--- src/rtl/i2cRdSeqPkg.sv ---
package i2cRdSeqPkg;
  localparam int CTRL_W = 16;

  localparam logic [CTRL_W-1:0] CW_EN   = 16'h0010;
  localparam logic [CTRL_W-1:0] CW_SDA  = 16'h0002;
  localparam logic [CTRL_W-1:0] CW_SCL  = 16'h0001;
  localparam logic [CTRL_W-1:0] CW_FAST = 16'h0030;

  // Enum order is the transaction order; the control steps through it.
  typedef enum logic [3:0] {
    SegIdle, SegPre, SegStartA, SegTxAddr, SegAckA, SegTxReg, SegAckB,
    SegStopA, SegStartB, SegTxAddrRd, SegAckC, SegRxData, SegNack,
    SegStopB, SegRestore
  } segE;

  typedef enum logic [1:0] {TxSelAddr, TxSelReg, TxSelAddrRd} txSelE;

  typedef struct packed {
    logic              req;
    logic              isRead;
    logic [CTRL_W-1:0] word;
    logic              useTxBit;
    logic              sampleAck;
    logic              sampleBit;
    logic              txLoad;
    txSelE             txSel;
    logic              txShift;
    logic              clrErr;
    logic              capture;
    logic              finish;
  } seqCmdT;
endpackage

--- src/rtl/i2cRdSeqCtrl.sv ---
module i2cRdSeqCtrl
  import i2cRdSeqPkg::*;
#(
  parameter int BYTE_W = 8
) (
  input  logic   clk,
  input  logic   rstN,
  input  logic   startPulse,
  input  logic   opDone,
  output seqCmdT cmd,
  output logic   busy
);
  localparam int BIT_CNT_W = (BYTE_W > 1) ? $clog2(BYTE_W) : 1;
  localparam logic [BIT_CNT_W-1:0] LAST_BIT = BIT_CNT_W'(BYTE_W - 1);

  segE seg, nextSeg;
  logic [1:0] sub, lastSub;
  logic [BIT_CNT_W-1:0] bitCnt;
  logic repeatSeg, stepEnd, segEnd;

  function automatic logic isTxSeg(segE s);
    return (s == SegTxAddr) || (s == SegTxReg) || (s == SegTxAddrRd);
  endfunction

  always_comb begin
    repeatSeg = 1'b0;
    case (seg)
      SegStartA, SegStartB, SegNack:    lastSub = 2'd1;
      SegTxAddr, SegTxReg, SegTxAddrRd,
      SegRxData: begin
        lastSub   = 2'd2;
        repeatSeg = 1'b1;
      end
      SegAckA, SegAckB, SegAckC:        lastSub = 2'd3;
      SegStopA, SegStopB:               lastSub = 2'd2;
      default:                          lastSub = 2'd0;
    endcase
  end

  assign nextSeg = (seg == SegRestore) ? SegIdle : segE'(4'(seg) + 4'd1);
  assign stepEnd = opDone && (sub == lastSub);
  assign segEnd  = stepEnd && (!repeatSeg || (bitCnt == LAST_BIT));
  assign busy    = (seg != SegIdle);

  always_comb begin
    cmd = '0;
    cmd.req = busy;
    case (seg)
      SegPre:     cmd.word = CW_EN | CW_SDA | CW_SCL;
      SegStartA, SegStartB:
        cmd.word = (sub == 2'd0) ? (CW_EN | CW_SCL) : CW_EN;
      SegTxAddr, SegTxReg, SegTxAddrRd: begin
        cmd.word     = (sub == 2'd1) ? (CW_EN | CW_SCL) : CW_EN;
        cmd.useTxBit = 1'b1;
      end
      SegAckA, SegAckB, SegAckC: begin
        case (sub)
          2'd1:    cmd.word = CW_EN | CW_SDA | CW_SCL;
          2'd2: begin
            cmd.isRead    = 1'b1;
            cmd.sampleAck = 1'b1;
          end
          default: cmd.word = CW_EN | CW_SDA;
        endcase
      end
      SegStopA, SegStopB: begin
        case (sub)
          2'd0:    cmd.word = CW_EN;
          2'd1:    cmd.word = CW_EN | CW_SCL;
          default: cmd.word = CW_EN | CW_SDA | CW_SCL;
        endcase
      end
      SegRxData: begin
        case (sub)
          2'd0:    cmd.word = CW_EN | CW_SDA | CW_SCL;
          2'd1: begin
            cmd.isRead    = 1'b1;
            cmd.sampleBit = 1'b1;
          end
          default: cmd.word = CW_EN | CW_SDA;
        endcase
      end
      SegNack:    cmd.word = (sub == 2'd0) ? (CW_EN | CW_SDA | CW_SCL) : (CW_EN | CW_SDA);
      SegRestore: cmd.word = CW_FAST;
      default:    cmd.word = '0;
    endcase
    cmd.txLoad  = segEnd && isTxSeg(nextSeg);
    cmd.txSel   = (nextSeg == SegTxReg) ? TxSelReg :
                  (nextSeg == SegTxAddrRd) ? TxSelAddrRd : TxSelAddr;
    cmd.txShift = opDone && isTxSeg(seg) && (sub == 2'd2);
    cmd.clrErr  = (seg == SegIdle) && startPulse;
    cmd.capture = (seg == SegIdle) && startPulse;
    cmd.finish  = segEnd && (seg == SegRestore);
  end

  always_ff @(posedge clk) begin
    if (!rstN) begin
      seg    <= SegIdle;
      sub    <= '0;
      bitCnt <= '0;
    end else if (seg == SegIdle) begin
      if (startPulse) begin
        seg    <= SegPre;
        sub    <= '0;
        bitCnt <= '0;
      end
    end else if (opDone) begin
      if (sub == lastSub) begin
        sub <= '0;
        if (repeatSeg && (bitCnt != LAST_BIT)) begin
          bitCnt <= bitCnt + 1'b1;
        end else begin
          bitCnt <= '0;
          seg    <= nextSeg;
        end
      end else begin
        sub <= sub + 2'd1;
      end
    end
  end


  no_restart_chk: assert property (@(posedge clk) disable iff (!rstN)
    (seg != SegIdle && seg != SegPre) |=> (seg != SegPre));


  idle_quiet_chk: assert property (@(posedge clk) disable iff (!rstN)
    (seg == SegIdle) |-> !opDone);
endmodule

--- src/rtl/i2cRdSeqPath.sv ---
module i2cRdSeqPath
  import i2cRdSeqPkg::*;
#(
  parameter int GAP_CYCLES   = 4,
  parameter int BYTE_W       = 8,
  parameter int SDA_STAT_BIT = 3
) (
  input  logic              clk,
  input  logic              rstN,
  input  seqCmdT            cmd,
  input  logic [BYTE_W-1:0] devAddr,
  input  logic [BYTE_W-1:0] regIdx,
  output logic              ctrlWrStb,
  output logic [CTRL_W-1:0] ctrlWrData,
  input  logic              ctrlWrRdy,
  output logic              statRdStb,
  input  logic              sdaLevel,
  input  logic              statRdRdy,
  output logic              opDone,
  output logic [BYTE_W-1:0] rdByte,
  output logic              donePulse,
  output logic              ackErr
);
  localparam int GAP_W = (GAP_CYCLES < 1) ? 1 : $clog2(GAP_CYCLES + 1);
  localparam logic [GAP_W-1:0] GAP_LOAD = GAP_W'(GAP_CYCLES);

  logic [BYTE_W-1:0] addrQ, regQ, txQ, rxQ, rdByteQ;
  logic [CTRL_W-1:0] wordQ;
  logic [GAP_W-1:0]  gapCnt;
  logic wrStbQ, rdStbQ, doneQ, ackErrQ;
  logic wrAcc, rdAcc, issue;

  assign wrAcc  = wrStbQ && ctrlWrRdy;
  assign rdAcc  = rdStbQ && statRdRdy;
  assign opDone = wrAcc || rdAcc;
  assign issue  = cmd.req && !wrStbQ && !rdStbQ && (gapCnt == '0);

  // Bus operation engine with handshake and write gap
  always_ff @(posedge clk) begin
    if (!rstN) begin
      wrStbQ <= 1'b0;
      rdStbQ <= 1'b0;
      wordQ  <= '0;
      gapCnt <= '0;
    end else begin
      if (wrAcc) wrStbQ <= 1'b0;
      if (rdAcc) rdStbQ <= 1'b0;
      if (issue) begin
        if (cmd.isRead) begin
          rdStbQ <= 1'b1;
        end else begin
          wrStbQ <= 1'b1;
          wordQ  <= cmd.word | ((cmd.useTxBit && txQ[BYTE_W-1]) ? CW_SDA : '0);
        end
      end
      if (wrAcc)              gapCnt <= GAP_LOAD;
      else if (gapCnt != '0)  gapCnt <= gapCnt - 1'b1;
    end
  end

  // Byte shifters, error flag and result
  always_ff @(posedge clk) begin
    if (!rstN) begin
      addrQ   <= '0;
      regQ    <= '0;
      txQ     <= '0;
      rxQ     <= '0;
      rdByteQ <= '0;
      doneQ   <= 1'b0;
      ackErrQ <= 1'b0;
    end else begin
      if (cmd.capture) begin
        addrQ <= devAddr;
        regQ  <= regIdx;
        rxQ   <= '0;
      end
      if (cmd.txLoad) begin
        case (cmd.txSel)
          TxSelReg:    txQ <= regQ;
          TxSelAddrRd: txQ <= addrQ + 1'b1;
          default:     txQ <= addrQ;
        endcase
      end else if (cmd.txShift) begin
        txQ <= {txQ[BYTE_W-2:0], 1'b0};
      end
      if (rdAcc && cmd.sampleBit) rxQ <= {rxQ[BYTE_W-2:0], sdaLevel};
      if (cmd.clrErr)                           ackErrQ <= 1'b0;
      else if (rdAcc && cmd.sampleAck && sdaLevel) ackErrQ <= 1'b1;
      doneQ <= cmd.finish;
      if (cmd.finish) rdByteQ <= rxQ;
    end
  end

  assign ctrlWrStb  = wrStbQ;
  assign statRdStb  = rdStbQ;
  assign ctrlWrData = wordQ;
  assign rdByte     = rdByteQ;
  assign donePulse  = doneQ;
  assign ackErr     = ackErrQ;

  // Cycles since the last accepted write, saturating at the gap value
  logic [GAP_W-1:0] sinceWr;
  logic             wrStbD;
  always_ff @(posedge clk) begin
    if (!rstN) begin
      sinceWr <= GAP_LOAD;
      wrStbD  <= 1'b0;
    end else begin
      wrStbD <= wrStbQ;
      if (wrAcc)                   sinceWr <= '0;
      else if (sinceWr != GAP_LOAD) sinceWr <= sinceWr + 1'b1;
    end
  end


  write_gap_chk: assert property (@(posedge clk) disable iff (!rstN)
    (wrStbQ && !wrStbD) |-> (sinceWr == GAP_LOAD));


  wr_hold_chk: assert property (@(posedge clk) disable iff (!rstN)
    (wrStbQ && !ctrlWrRdy) |=> (wrStbQ && $stable(wordQ)));


  one_strobe_chk: assert property (@(posedge clk) disable iff (!rstN)
    !(wrStbQ && rdStbQ));


  err_clear_chk: assert property (@(posedge clk) disable iff (!rstN)
    $fell(ackErrQ) |-> $past(cmd.clrErr));


  done_pulse_chk: assert property (@(posedge clk) disable iff (!rstN)
    doneQ |=> !doneQ);
endmodule

--- src/rtl/i2cRegReadSeq.sv ---
module i2cRegReadSeq
  import i2cRdSeqPkg::*;
#(
  parameter int GAP_CYCLES   = 4,
  parameter int BYTE_W       = 8,
  parameter int SDA_STAT_BIT = 3
) (
  input  logic              clk,
  input  logic              rstN,
  input  logic              startPulse,
  input  logic [BYTE_W-1:0] devAddr,
  input  logic [BYTE_W-1:0] regIdx,
  output logic              ctrlWrStb,
  output logic [CTRL_W-1:0] ctrlWrData,
  input  logic              ctrlWrRdy,
  output logic              statRdStb,
  input  logic [CTRL_W-1:0] statRdData,
  input  logic              statRdRdy,
  output logic [BYTE_W-1:0] rdByte,
  output logic              donePulse,
  output logic              ackErr,
  output logic              busy
);
  seqCmdT cmd;
  logic   opDone;
  logic   unusedStatBits;

  assign unusedStatBits = ^statRdData;

  i2cRdSeqCtrl #(.BYTE_W(BYTE_W)) uCtrl (
    .clk        (clk),
    .rstN       (rstN),
    .startPulse (startPulse),
    .opDone     (opDone),
    .cmd        (cmd),
    .busy       (busy)
  );

  i2cRdSeqPath #(
    .GAP_CYCLES   (GAP_CYCLES),
    .BYTE_W       (BYTE_W),
    .SDA_STAT_BIT (SDA_STAT_BIT)
  ) uPath (
    .clk        (clk),
    .rstN       (rstN),
    .cmd        (cmd),
    .devAddr    (devAddr),
    .regIdx     (regIdx),
    .ctrlWrStb  (ctrlWrStb),
    .ctrlWrData (ctrlWrData),
    .ctrlWrRdy  (ctrlWrRdy),
    .statRdStb  (statRdStb),
    .sdaLevel   (statRdData[SDA_STAT_BIT]),
    .statRdRdy  (statRdRdy),
    .opDone     (opDone),
    .rdByte     (rdByte),
    .donePulse  (donePulse),
    .ackErr     (ackErr)
  );
endmodule

--- config.mk ---
export PLATFORM = sky130hd
export DESIGN_NAME = i2cRegReadSeq
export DESIGN_NICKNAME = d
export VERILOG_FILES = /design/src/rtl/i2cRdSeqPkg.sv /design/src/rtl/i2cRdSeqCtrl.sv /design/src/rtl/i2cRdSeqPath.sv /design/src/rtl/i2cRegReadSeq.sv
export SDC_FILE = /design/constraint.sdc
export NUM_CORES = 1
export LEC_CHECK = 0
export CAP_MARGIN = 15
export CORE_MARGIN = 10
export CORE_UTILIZATION = 50
export CTS_BUF_LIST = sky130_fd_sc_hd__clkbuf_4 sky130_fd_sc_hd__clkbuf_8 sky130_fd_sc_hd__clkbuf_16
export DETAILED_ROUTE_END_ITERATION = 8
export DONT_BUFFER_PORTS = 1
export MAX_ROUTING_LAYER = met4
export PLACE_DENSITY_LB_ADDON = 0.05
export SYNTH_ARGS = -nofsm -noshare
export SYNTH_HDL_FRONTEND = slang
export SYNTH_HIERARCHICAL = 1
export SYNTH_SLANG_ARGS = --single-unit
--- constraint.sdc ---
create_clock -name clk -period 3.4 [get_ports clk]
set_input_delay 0.34 -clock clk [delete_from_list [all_inputs] [get_ports clk]]
set_output_delay 0.34 -clock clk [all_outputs]
set_load 0.01 [all_outputs]
==> run_results.csv <==
group,metric,value,unit
synth,netlist_area,0.004003,mm2
sta,setup_viol,0,
synth,synth_top_cell_area_share,36.01,%
floorplan,die_w,109.5,um
floorplan,core,0.007767,mm2
clock_network,clk_latency,340,ps
sta,tightestPinTransition,1009,ps
global_routing,grt_pass1_wl,14.77,mm
cells_and_area,fillers,748,
sta,finalWorstSetupSlack,662.1,ps
synth,synth_simple_gate_area_share,23.38,%
synth,syn_inst,455,
cells_and_area,area_delta_synth_final,3.532,%
synth,synth_cell_types,66,
clock_network,cts_hold_buffers,0,
status,status,"finished, final reports clean",
cells_and_area,fin_util,53.35,%
sta,grt_setup_unrepaired,"false",
synth,yosys.area.top_type,"dfxtp_1",
critical_path,crit_type,"register to register",
cells_and_area,drive_gt1_share,9.255,%
cells_and_area,final_cell_area,0.004144,mm2
floorplan,io_pins,66,
floorplan,rows,32,
clock_network,clk_pin_slew_worst_paths,90,ps
route,wl,8.665,mm
synth,syn_area_per_cell,8.797,um2
synth,synth-compound-area-share,17.26,%
sta,period_minus_slack,2738,ps
synth,synth_warnings,6,
global_routing,grt_usage,15.48,%
sta,finalHoldViolations,0,
route,postRouteAntennaNets,0,
sta,clock_skew,14.77,ps
critical_path,cp_data_arrival_time,2950,ps
critical_path,cp-start-kind,"register",
clock_network,cts_inserted_buffers,9,
pwr,p_leak,0.001524,uW
floorplan,start_util,51.53,%
route,drtIter0Drc,136,
placement,dp_slack,653.7,ps
pwr,peakVddDrop,0.2516,mV
synth,ys_ff_latch,72,
global_routing,antenna_found_initial,0,
placement,place_congestion,0.8334,
sta,relSlewSlack,32.46,%
cells_and_area,antenna_cells,0,
clock_network,clock-sinks,72,
worst_hold_path,hold_path_class,"input port to register",
sta,fin_crit_sh,80.53,%
clock_network,htreeDepth,3,
route,drc_errors,0,
global_routing,grt_max_degree,81,
global_routing,gr-total-overflow,0,
synth,synth_xor_xnor_area_share,0.2188,%
clock_network,post_cts_buffers,0,
floorplan,chipHeight,109.5,um
clock_network,cts_buffer_depth,2,
synth,muxShareOfSynthArea,11.00,%
sta,clock.fmax,365.2,MHz
route,wl_per_cell,15.90,um
pwr,p_per_area,594.5,mW/mm2
synth,yosysSeqAreaShare,36.01,%
pwr,p_total,2464,uW
route,via_count,3000,
placement,portBuffers,0,
synth,ys_async_sr_fraction,0,%
critical_path,endpoint_kind,"register",
synth,synth_area_leaders,"dfxtp_1, mux2i_1, a21boi_0",
placement,dpl.hpwl,5.884,mm
run,cap_viol_max_count,0,
synth,synth_top_family_by_area,"simple AND/OR/NAND/NOR gates",
critical_path,cp.required,3610,ps
route,firstDrtPassIters,4,
synth,synth_edf_count,0,
synth,synthFlopType,"dfxtp_1",
route,via_per_inst,5.505,
clock_network,cts-resized-gates,0,
sta,slew_viol_final,0,
floorplan,dieArea,0.01198,mm2
cells_and_area,fin_nets,488,
sta,setup_tns,0,ps
placement,place_area,0.003970,mm2
clock_network,clockRootBuffer,"clkbuf_8",
global_routing,grt_pass1_vias,2952,
clock_network,cts_tree,"built",
synth,synthAdderAreaFrac,4.314,%
critical_path,critPathMaxFanout,17,
[cells in the mapped netlist, types with 2 or more instances]
cell	instances
and3_1	3
o22ai_1	3
nor3_1	3
o211ai_1	3
nor2b_1	32
nor3b_1	8
a21oi_1	9
and3b_1	2
dfxtp_1	72
a41oi_1	2
a21boi_0	28
nor2_1	12
ha_1	13
nand4bb_1	2
buf_2	6
a221o_1	2
nand3b_1	12
a31oi_1	3
and4b_1	2
clkbuf_1	18
nand2b_1	3
mux2_2	7
and2_1	4
o21bai_1	2
nand2_1	44
nand3_1	22
mux2i_1	35
nand4_1	4
inv_1	13
buf_4	19
o21ai_0	31
a211oi_2	2
[critical path: stages (launching register included)]
cell and delay (ps):
dfxtp_1 580, nor2b_1 150, a21oi_1 320, a2bb2oi_2 350, a21boi_0 450, nor4b_2 90
buf_4 220, and3_2 230, o211ai_1 110, o211ai_1 110
[power breakdown]
group / total (uW) / internal (uW) / switching (uW) / leakage (uW)
registers: 1130 / 975 / 159 / 0.000585
clock network: 613 / 276 / 337 / 0.0000865
logic: 717 / 313 / 404 / 0.000853
total: 2460 / 1560 / 900 / 0.00152
[layout make-up]
cell class | count | area, um2 | share of cell area (%)
tap | 102 | 127.6 | 3.080
timing repair buffer | 7 | 52.55 | 1.268
sequential | 72 | 1441 | 34.78
clock inverter | 6 | 42.54 | 1.027
multi-input combinational | 335 | 2300 | 55.50
clock buffer | 10 | 131.4 | 3.170
inverter | 13 | 48.80 | 1.178
[routing by layer]
| layer | vias up | global-route usage [%] | share of wire [%] |
|---|---|---|---|
| li1 | 1543 | - | - |
| met2 | 45 | 23.47 | 48 |
| met3 | 7 | 4.974 | 5.6 |
| met5 | - | - | 0 |
| met1 | 1405 | 19.29 | 46 |
| met4 | 0 | 4.554 | 0.65 |
[through the flow]
| stage | instances | hold slack (ps) |
|---|---|---|
| floorplan | 466 | 438.5 |
| global placement | 529 | 446.3 |
| detailed placement | 529 | 458.1 |
| finish | 545 | 145.9 |
| CTS | 545 | 111.1 |
| global route | 545 | 114.9 |
[path summary, 6_finish.rpt]
path / start / endpoint / slack, ps / depth (start not counted)
worst max-delay path: uCtrl/seg[2] / uPath/txQ[7] / 660 / 9
worst min-delay path: statRdData[3] / uPath/rxQ[0] / 150 / 2
worst max register to register: uCtrl/seg[2] / uPath/txQ[7] / 660 / 9
worst min register to register: uCtrl/bitCnt[2] / uCtrl/bitCnt[2] / 460 / 2
[registers in the layout, indices dropped and copies added (netlist names), 4 cells and up]
name	count
uPath/addrQ	8
uPath/regQ	8
uPath/ctrlWrData	16
uCtrl/seg	4
uPath/txQ	8
uPath/rdByte	8
uPath/rxQ	8
[cell families (layout without fill, tap and decap cells)]
kind of cell             count (synthesis)  in the layout
XOR/XNOR                                 1              1
buffers and inverters                   59             36
AND/OR/NAND/NOR                        165            165
AO/OA/AOI/OAI                          100            100
flip-flops                              72             72
multiplexers                            43             43
adder cells (fa/ha/maj)                 14             14
other                                    1             12
[cell usage in the layout, fill, tap and decap left out, types with 3 or more instances in the layout]
| cell type | count |
|---|---|
| dfxtp_1 | 72 |
| conb_1 | 12 |
| nand3_1 | 22 |
| nand2b_1 | 3 |
| nor3_1 | 3 |
| and3_1 | 3 |
| nand3b_1 | 12 |
| nor2b_1 | 32 |
| o211ai_1 | 3 |
| mux2_2 | 7 |
| ha_1 | 13 |
| o22ai_1 | 3 |
| a21oi_1 | 9 |
| clkbuf_8 | 9 |
| a21boi_0 | 28 |
| and2_1 | 4 |
| inv_1 | 13 |
| nand2_1 | 44 |
| nor2_1 | 12 |
| a31oi_1 | 3 |
| mux2i_1 | 35 |
| buf_4 | 7 |
| nor3b_1 | 8 |
| nand4_1 | 4 |
| o21ai_0 | 31 |
Note: power is estimated with default switching activity, not from simulation.
